===== config.mk =====
export PLATFORM = sky130hd
export DESIGN_NAME = rtw_turnaround_seq
export DESIGN_NICKNAME = d
export VERILOG_FILES = /design/src/rtl/rtw_pkg.sv /design/src/rtl/burst_age_pipe.sv /design/src/rtl/rtw_guard.sv /design/src/rtl/rtw_turnaround_seq.sv
export SDC_FILE = /design/constraint.sdc
export NUM_CORES = 1
export LEC_CHECK = 0
export ABC_AREA = 1
export BUFFER_PORTS_ARGS = -buffer_cell sky130_fd_sc_hd__buf_4
export CAP_MARGIN = 20
export CORE_AREA = 2 2 186 188
export DETAILED_ROUTE_END_ITERATION = 6
export DIE_AREA = 0 0 188 190
export SLEW_MARGIN = 0
export SYNTH_ARGS = -nofsm -noshare
export SYNTH_HDL_FRONTEND = slang
export SYNTH_HIERARCHICAL = 1
export SYNTH_SLANG_ARGS = --single-unit

===== constraint.sdc =====
create_clock -name clk -period 1.7 [get_ports clk]
set_input_delay 0.17 -clock clk [delete_from_list [all_inputs] [get_ports clk]]
set_output_delay 0.17 -clock clk [all_outputs]
set_load 0.005 [all_outputs]

===== src/rtl/rtw_pkg.sv =====
package rtw_pkg;
    typedef enum logic [1:0] {
        CMD_IDLE  = 2'b00,
        CMD_READ  = 2'b01,
        CMD_WRITE = 2'b10,
        CMD_RSVD  = 2'b11
    } cmd_e;
endpackage


===== src/rtl/burst_age_pipe.sv =====
// Tracks how many cycles ago each burst command was accepted.
// Entry i set means a command was taken i+1 cycles ago.
module burst_age_pipe #(
    parameter int DEPTH = 10,
    parameter int AW    = 13
) (
    input  logic                      clk,
    input  logic                      rst_n,
    input  logic                      push,
    input  logic [AW-1:0]             push_addr,
    output logic [DEPTH-1:0]          age_vld,
    output logic [DEPTH-1:0][AW-1:0]  age_addr
);
    typedef struct packed {
        logic [DEPTH-1:0]         vld;
        logic [DEPTH-1:0][AW-1:0] addr;
    } pipe_t;

    pipe_t st_d, st_q;

    always_comb begin
        st_d.vld[0]  = push;
        st_d.addr[0] = push ? push_addr : '0;
        for (int i = 1; i < DEPTH; i++) begin
            st_d.vld[i]  = st_q.vld[i-1];
            st_d.addr[i] = st_q.addr[i-1];
        end
    end

    always_ff @(posedge clk) begin
        if (!rst_n) st_q <= '0;
        else        st_q <= st_d;
    end

    assign age_vld  = st_q.vld;
    assign age_addr = st_q.addr;
endmodule


===== src/rtl/rtw_guard.sv =====
// Enforces the minimum READ-to-WRITE command spacing.
module rtw_guard #(
    parameter int GAP = 6
) (
    input  logic clk,
    input  logic rst_n,
    input  logic is_rd,
    input  logic is_wr,
    output logic wr_ok,
    output logic err
);
    localparam int CW = $clog2(GAP + 1);

    typedef struct packed {
        logic [CW-1:0] since;
        logic          err;
    } guard_t;

    guard_t st_d, st_q;

    always_comb begin
        wr_ok = is_wr && (st_q.since >= CW'(GAP));
        st_d  = st_q;
        if (is_rd)                    st_d.since = CW'(1);
        else if (st_q.since < CW'(GAP)) st_d.since = st_q.since + CW'(1);
        st_d.err = is_wr && !wr_ok;
    end

    always_ff @(posedge clk) begin
        if (!rst_n) begin
            st_q.since <= CW'(GAP);
            st_q.err   <= 1'b0;
        end else begin
            st_q <= st_d;
        end
    end

    assign err = st_q.err;
endmodule


===== src/rtl/rtw_turnaround_seq.sv =====
module rtw_turnaround_seq
    import rtw_pkg::*;
#(
    parameter int BANK_W  = 3,
    parameter int COL_W   = 10,
    parameter int RL_LO   = 7,
    parameter int WL_LO   = 3,
    parameter int RL_HI   = 8,
    parameter int WL_HI   = 4,
    parameter int RTW_GAP = 6
) (
    input  logic              clk,
    input  logic              rst_n,
    input  logic [1:0]        cmd,
    input  logic [BANK_W-1:0] cmd_bank,
    input  logic [COL_W-1:0]  cmd_col,
    input  logic              lat_sel,
    input  logic              wdqs_edge,
    output logic              rd_dq_oe,
    output logic              rd_dqs_oe,
    output logic              dq_odt_en,
    output logic              wr_dqs_gate,
    output logic              wr_capture,
    output logic              beat_pair,
    output logic [BANK_W-1:0] beat_bank,
    output logic [COL_W-1:0]  beat_col,
    output logic              rtw_err
);
    localparam int AW       = BANK_W + COL_W;
    localparam int RL_MAX   = (RL_HI > RL_LO) ? RL_HI : RL_LO;
    localparam int WL_MAX   = (WL_HI > WL_LO) ? WL_HI : WL_LO;
    localparam int RD_DEPTH = RL_MAX + 2;
    localparam int WR_DEPTH = WL_MAX + 2;

    logic is_rd, is_wr, wr_ok;
    logic [RD_DEPTH-1:0]         rd_vld;
    logic [RD_DEPTH-1:0][AW-1:0] rd_addr;
    logic [WR_DEPTH-1:0]         wr_vld;
    logic [WR_DEPTH-1:0][AW-1:0] wr_addr;
    logic                        wr_cap_win;
    logic [AW-1:0]               beat_addr;

    assign is_rd = (cmd_e'(cmd) == CMD_READ);
    assign is_wr = (cmd_e'(cmd) == CMD_WRITE);

    rtw_guard #(.GAP(RTW_GAP)) guard_i (
        .clk   (clk),
        .rst_n (rst_n),
        .is_rd (is_rd),
        .is_wr (is_wr),
        .wr_ok (wr_ok),
        .err   (rtw_err)
    );

    burst_age_pipe #(.DEPTH(RD_DEPTH), .AW(AW)) rd_pipe_i (
        .clk       (clk),
        .rst_n     (rst_n),
        .push      (is_rd),
        .push_addr ({cmd_bank, cmd_col}),
        .age_vld   (rd_vld),
        .age_addr  (rd_addr)
    );

    burst_age_pipe #(.DEPTH(WR_DEPTH), .AW(AW)) wr_pipe_i (
        .clk       (clk),
        .rst_n     (rst_n),
        .push      (wr_ok),
        .push_addr ({cmd_bank, cmd_col}),
        .age_vld   (wr_vld),
        .age_addr  (wr_addr)
    );

    // Cycle k after a command maps to age entry k-1.
    always_comb begin
        int rl, wl;
        logic odt_off;
        rl = lat_sel ? RL_HI : RL_LO;
        wl = lat_sel ? WL_HI : WL_LO;
        rd_dq_oe    = 1'b0;
        rd_dqs_oe   = 1'b0;
        odt_off     = 1'b0;
        wr_dqs_gate = 1'b0;
        wr_cap_win  = 1'b0;
        beat_pair   = 1'b0;
        beat_addr   = '0;
        for (int i = 0; i < RD_DEPTH; i++) begin
            if (rd_vld[i]) begin
                if (i >= rl - 1 && i <= rl)     rd_dq_oe  = 1'b1;
                if (i >= rl - 2 && i <= rl)     rd_dqs_oe = 1'b1;
                if (i >= rl - 2 && i <= rl + 1) odt_off   = 1'b1;
            end
        end
        for (int i = 0; i < WR_DEPTH; i++) begin
            if (wr_vld[i]) begin
                if (i >= wl - 1 && i <= wl)     wr_cap_win  = 1'b1;
                if (i >= wl - 2 && i <= wl + 1) wr_dqs_gate = 1'b1;
            end
        end
        // Address of the bus burst; the older burst wins any overlap.
        for (int i = WR_DEPTH - 1; i >= 0; i--) begin
            if (beat_addr == '0 && !beat_pair && wr_vld[i]) begin
                if (i == wl)          begin beat_pair = 1'b1; beat_addr = wr_addr[i]; end
                else if (i == wl - 1) begin beat_pair = 1'b0; beat_addr = wr_addr[i]; end
            end
        end
        for (int i = RD_DEPTH - 1; i >= 0; i--) begin
            if (rd_vld[i] && (i == rl || i == rl - 1) && !(rd_vld[rl] && i == rl - 1)) begin
                beat_pair = (i == rl);
                beat_addr = rd_addr[i];
            end
        end
        dq_odt_en  = !odt_off;
        wr_capture = wr_cap_win && wdqs_edge;
    end

    assign beat_bank = beat_addr[AW-1:COL_W];
    assign beat_col  = beat_addr[COL_W-1:0];
endmodule


==> results.cfg, run 1 <==
[cells_and_area]
layout_commonest_cell = nand2_1
multi_input_comb_area_um2 = 2030
antenna_diode_count = 0
final_cell_count_no_fill = 1377
post-route-util = 0.264
final_cell_area_um2 = 8950
top_library_cells_by_usage_in_the_layout_fill_and_taps_aside = nand2_1, inv_1, dfxtp_1, buf_4, nor2_1
finalNetCount = 929
area_growth_pct = 28.9
filler_cell_count = 3608
seqCellArea_um2 = 4060
layout-drive-gt1-share = 0.235

[power]
maximum_resistive_drop_on_vdd_mv = 0.569
final_total_power_mw = 9.65
powerDensity_nw_per_um2 = 1080
cellLeakagePower_nw = 4.97

[detailed_routing]
detail_route.drc_violations = 0
vias = 4641
final_antenna_net_count = 0
drt_wl_total_mm = 13.2
dr.pass1.iters = 4
route.detailed.vias_per_inst = 3.37
first_iter_violations = 228
avgRoutedWirePerCell_um = 9.61

[floorplanning]
fp.dieW_um = 188
start_util = 0.204
core_area_um2 = 33900
die_height_um = 190
num_rows = 68
dieArea_um2 = 35700
num_io_pins = 39

[clocking]
clk_latency_ns = 0.49
maximum_clock_path_buffer_count = 3
clk_root_buffer_cell = clkbuf_16
clock_transition_time_at_the_flip_flop_clock_pins_of_the_worst_setup_and_hold_paths_ns = 0.05
tritoncts = built
number_of_buffers_inserted_during_clock_tree_synthesis = 22
clock_sink_count = 202
htreeDepth = 1

[setup_path]
worstPathRequired_ns = 1.53
cp_data_arrival_time_ns = 1.69
timing.critical_path.mode_cell = nand2_1
critical_path_cell_list = clkinv_4 -> nor2_4 -> nand2_1 -> nand3_1 -> nand2_1 -> a21oi_2 -> buf_4
crit_path_launch_type = register
reg2regPathDepth = 5
crit-reg2reg-launch = guard_i/st_q[2]$_SDFFE_PN1P_
cp-end-kind = output pin
slowest_delay_ns = 0.35
slowest_stage = dfxtp_2
worstPathMaxFanout = 8
regToRegEndpoint = wr_pipe_i/age_addr[2]$_SDFF_PN0_
timing_worst_setup_path_type = register to output pin
worst-path-buf-inv = 2
path_delay_family = simple AND/OR/NAND/NOR gates
timing.reg2reg.setup_slack_ns = 0.43

[hold_path]
worstHoldEndpoint = guard_i/st_q[3]$_SDFFE_PN1P_
min_from = rst_n
hold_depth = 2
hold_path.class = primary input to register

[sta]
max_slew.worst_pin.slew_ns = 0.409
period_share = 1.09
fin_tns_setup_ns = -1.48
finalWorstPathRequiredPeriod_ns = 1.86
clock_skew_ns = 0.0131
hold_ws_ns = 0.0670
timing.final.hold_violations = 0
final_critical_path_setup_slack_ns = -0.161
final-max-slew-violation-count = 0
setup_violations = 13
achievable-frequency_mhz = 537
rsz0062_at_grt = true
max-slew-margin-rel = 0.728

[run_status]
failed_checks = setup timing
outcome = finished, violations left

[global_routing]
grt_start_max_net_pins = 56
grt-ovfl-total = 0
grt_first_pass_wirelength_mm = 21.7
track_usage = 0.0748
via_count_of_the_first_global_routing_pass = 4468
grt_antenna_before_repair = 0

[placement]
dp.cells = 1304
post_dp_cell_area_um2 = 7640
io_buffer_count = 38
place_congestion = 0.785
dpl_worst_slack_ns = 0.161
detailed_place_hpwl_mm = 8.55

[synthesis]
synth_cells = 834
synth_warnings = 6
syn-mean-instance-area_um2 = 8.32
syn_area_um2 = 6940
net_count_synth = 855

[job]
maxCapViolations = 0
[power breakdown]
group / total (mW) / internal [mW] / switching (mW)
clock network: 4.52 / 2.76 / 1.76
registers: 4.81 / 4.79 / 0.0274
logic: 0.320 / 0.128 / 0.192
total: 9.65 / 7.67 / 1.98
[area by class of cell]
cell class                 count  area share
clock inverter                 7     0.00825
tap                          455      0.0636
inverter                     217      0.0950
multi-input combinational    385       0.227
timing repair buffer          80      0.0817
clock buffer                  31      0.0710
sequential                   202       0.454
[worst max path at each step]
| stage | start | slack (ns) | endpoint | depth (start not counted) |
|---|---|---|---|---|
| finish | wr_pipe_i/age_vld[3]$_SDFF_PN0_ | -0.16 | beat_col[8] | 7 |
| global route | rd_pipe_i/age_vld[7]$_SDFF_PN0_ | -0.22 | beat_col[5] | 7 |
| CTS | wr_pipe_i/age_vld[4]$_SDFF_PN0_ | -0.19 | beat_col[9] | 8 |
| detailed placement | lat_sel | 0.16 | beat_bank[0] | 7 |
| global placement | lat_sel | 0.17 | beat_col[2] | 7 |
| floorplan | wr_pipe_i/age_vld[3]$_SDFF_PN0_ | 0.48 | beat_bank[1] | 8 |
[state kept, by name, indices dropped and copies added (netlist names)]
signal,count
wr_pipe_i/age_addr,65
guard_i/st_q,3
rd_pipe_i/age_vld,10
rd_pipe_i/age_addr,117
guard_i/err,1
wr_pipe_i/age_vld,6
[timing repair]
| action | CTS | global route |
|---|---|---|
| setup buffers | 11 | 5 |
| hold buffers | 15 | 0 |
| cloned | 4 | 0 |
| hold endpoints to repair | 27 | 0 |
| setup endpoints to repair | 15 | 16 |
| pin swaps | 14 | 16 |
| gates resized for setup | 41 | 36 |
[routing by layer]
metal | vias up | global-route usage | wire (um) | share of wire
met5 | - | 0 | 0 | 0
met4 | 0 | 0.0227 | 248 | 0.019
met3 | 20 | 0.0203 | 809 | 0.061
met2 | 87 | 0.128 | 6020 | 0.46
met1 | 2018 | 0.0912 | 6150 | 0.46
li1 | 2516 | - | - | -
Note: power is estimated with default switching activity, not from simulation.
==> run 2, diff against run 1 <==
Settings changed: PLACE_DENSITY_LB_ADDON set to 0.15.
==> run 2 against run 1 <==
  * The flow still finishes with violations (setup timing)
  * Clock skew down 0.0022 ns
  * Critical path type unchanged
  * Fmax down 0.53%
  * Cell area up 2.2%
  * Sequential share of layout area down 0.93 points
  * Global-route usage up 1.4 points
  * Non-clock buffer count down 1
  * Combinational power up 3%
  * Highest routed layer unchanged
  * Total power up 4.0%
  * Count of clock-buffer cells in the layout up 2
==> results.cfg, run 2 (synthesis results as in run 1) <==
[job]
maxCapViolations = 0

[clocking]
number_of_buffers_inserted_during_clock_tree_synthesis = 24
clk_root_buffer_cell = clkbuf_16
tritoncts = built
clk_latency_ns = 0.50
clock_sink_count = 202
maximum_clock_path_buffer_count = 3
clock_transition_time_at_the_flip_flop_clock_pins_of_the_worst_setup_and_hold_paths_ns = 0.06
htreeDepth = 1

[power]
cellLeakagePower_nw = 5.05
final_total_power_mw = 10.0
powerDensity_nw_per_um2 = 1100
maximum_resistive_drop_on_vdd_mv = 0.595

[detailed_routing]
met2_wirelength_mm = 7.02
route.met3.wl_um = 648
met1_wire_length_mm = 7.41
route.top_layer_used = met4
detail_route.drc_violations = 0
vias = 4642
first_iter_violations = 241
dr.pass1.iters = 4
final_antenna_net_count = 0
route.detailed.vias_per_inst = 3.36
avgRoutedWirePerCell_um = 11.1
drt_wl_total_mm = 15.4

[setup_path]
crit-reg2reg-launch = guard_i/st_q[2]$_SDFFE_PN1P_
crit_path_start = rd_pipe_i/age_vld[8]$_SDFF_PN0_
worst-path-buf-inv = 2
slowest_stage = dfxtp_2
worstPathMaxFanout = 5
slowest_delay_ns = 0.33
cp_data_arrival_time_ns = 1.70
crit_path_launch_type = register
timing_worst_setup_path_type = register to output pin
worstPathRequired_ns = 1.53
critical_path_cell_list = nand2_4 -> buf_12 -> nand2_8 -> nor2_1 -> nand2_1 -> a21oi_2 -> buf_4
cp-end-kind = output pin
path_delay_family = simple AND/OR/NAND/NOR gates

[sta]
finalWorstPathRequiredPeriod_ns = 1.87
achievable-frequency_mhz = 535
timing.final.hold_violations = 0
clock_skew_ns = 0.0109
final_critical_path_setup_slack_ns = -0.171
rsz0062_at_grt = true
period_share = 1.10
max_slew.worst_pin.slew_ns = 0.322
max-slew-margin-rel = 0.784
final-max-slew-violation-count = 0
setup_violations = 14

[hold_path]
min_from = cmd[1]
hold_path.class = primary input to register

[placement]
dp.cells = 1308
place_congestion = 0.746
io_buffer_count = 38
detailed_place_hpwl_mm = 9.80

[floorplanning]
core_area_um2 = 33900
dieArea_um2 = 35700
num_io_pins = 39
fp.dieW_um = 188
die_height_um = 190
num_rows = 68
start_util = 0.204

[cells_and_area]
area_growth_pct = 31.8
post-route-util = 0.269
finalNetCount = 933
flip_flop_count_of_the_largest_register_after_layout = 117
layout_commonest_cell = nand2_1
layout-drive-gt1-share = 0.247
top_library_cells_by_usage_in_the_layout_fill_and_taps_aside = nand2_1, inv_1, dfxtp_1, nor2_1, buf_4
final_cell_count_no_fill = 1382
filler_cell_count = 3620
antenna_diode_count = 0

[run_status]
failed_checks = setup timing
outcome = finished, violations left

[global_routing]
grt_start_max_net_pins = 61
grt_antenna_before_repair = 0
track_usage = 0.0890
grt-ovfl-total = 0
grt_first_pass_wirelength_mm = 25.4
via_count_of_the_first_global_routing_pass = 4731
## run 2: per-stage QoR
| stage | setup WS [ns] | area, um^2 | TNS [ns] | hold WS (ns) |
|---|---|---|---|---|
| 3_5_place_dp | 0.139 | 7660 | 0 | 0.397 |
| 2_1_floorplan | 0.479 | 6940 | 0 | 0.239 |
| 6_report | -0.171 | 9150 | -1.52 | 0.0455 |
| 3_3_place_gp | 0.110 | 7660 | 0 | 0.394 |
| 5_1_grt | -0.256 | 9150 | -3.07 | 0.0778 |
| 4_1_cts | -0.191 | 8850 | -2.06 | 0.0273 |
## run 2: power breakdown
part	internal (mW)	total (mW)	switching [mW]
combinational	0.132	0.329	0.197
clock	2.95	4.89	1.94
sequential	4.78	4.81	0.0284
total	7.87	10.0	2.16
## run 2: area by class of cell
cell class                      instances  area, um^2  share of cell area
Clock buffer                           33         686              0.0750
Tap cell                              455         569              0.0623
Inverter                              217         862              0.0943
Timing Repair Buffer                   79         744              0.0814
Sequential cell                       202        4060               0.444
Clock inverter                          8        70.1             0.00766
Multi-Input combinational cell        388        2150               0.235
## run 2: repair_timing
action,4_1_cts,5_1_grt
setup buffers,6,8
hold buffers,16,0
resized for setup,45,58
cloned,5,1
setup endpoints to repair,18,16
pin swaps,16,27
endpoints found under the hold margin,28,0
## run 2: path summary, 6_finish.rpt
kind                                        to  slack [ns]  cells after the start
max                                beat_col[7]       -0.17                      7
min               guard_i/st_q[2]$_SDFFE_PN1P_        0.05                      3
min reg2reg  wr_pipe_i/age_addr[19]$_SDFF_PN0_        0.40                      2
max reg2reg   wr_pipe_i/age_addr[2]$_SDFF_PN0_        0.40                      5
## run 2: metal layers
metal,track usage,up-vias
li1,-,2532
met1,0.114,2012
met2,0.150,72
met3,0.0194,26
met4,0.0254,0
met5,0,-
## run 2: worst register-to-register path, stage by stage, from the launching register on
cell and delay (ns):
dfxtp_1 0.40, ha_1 0.18, nand2_1 0.07, a21boi_1 0.24
nand2_4 0.19, nor2_1 0.15
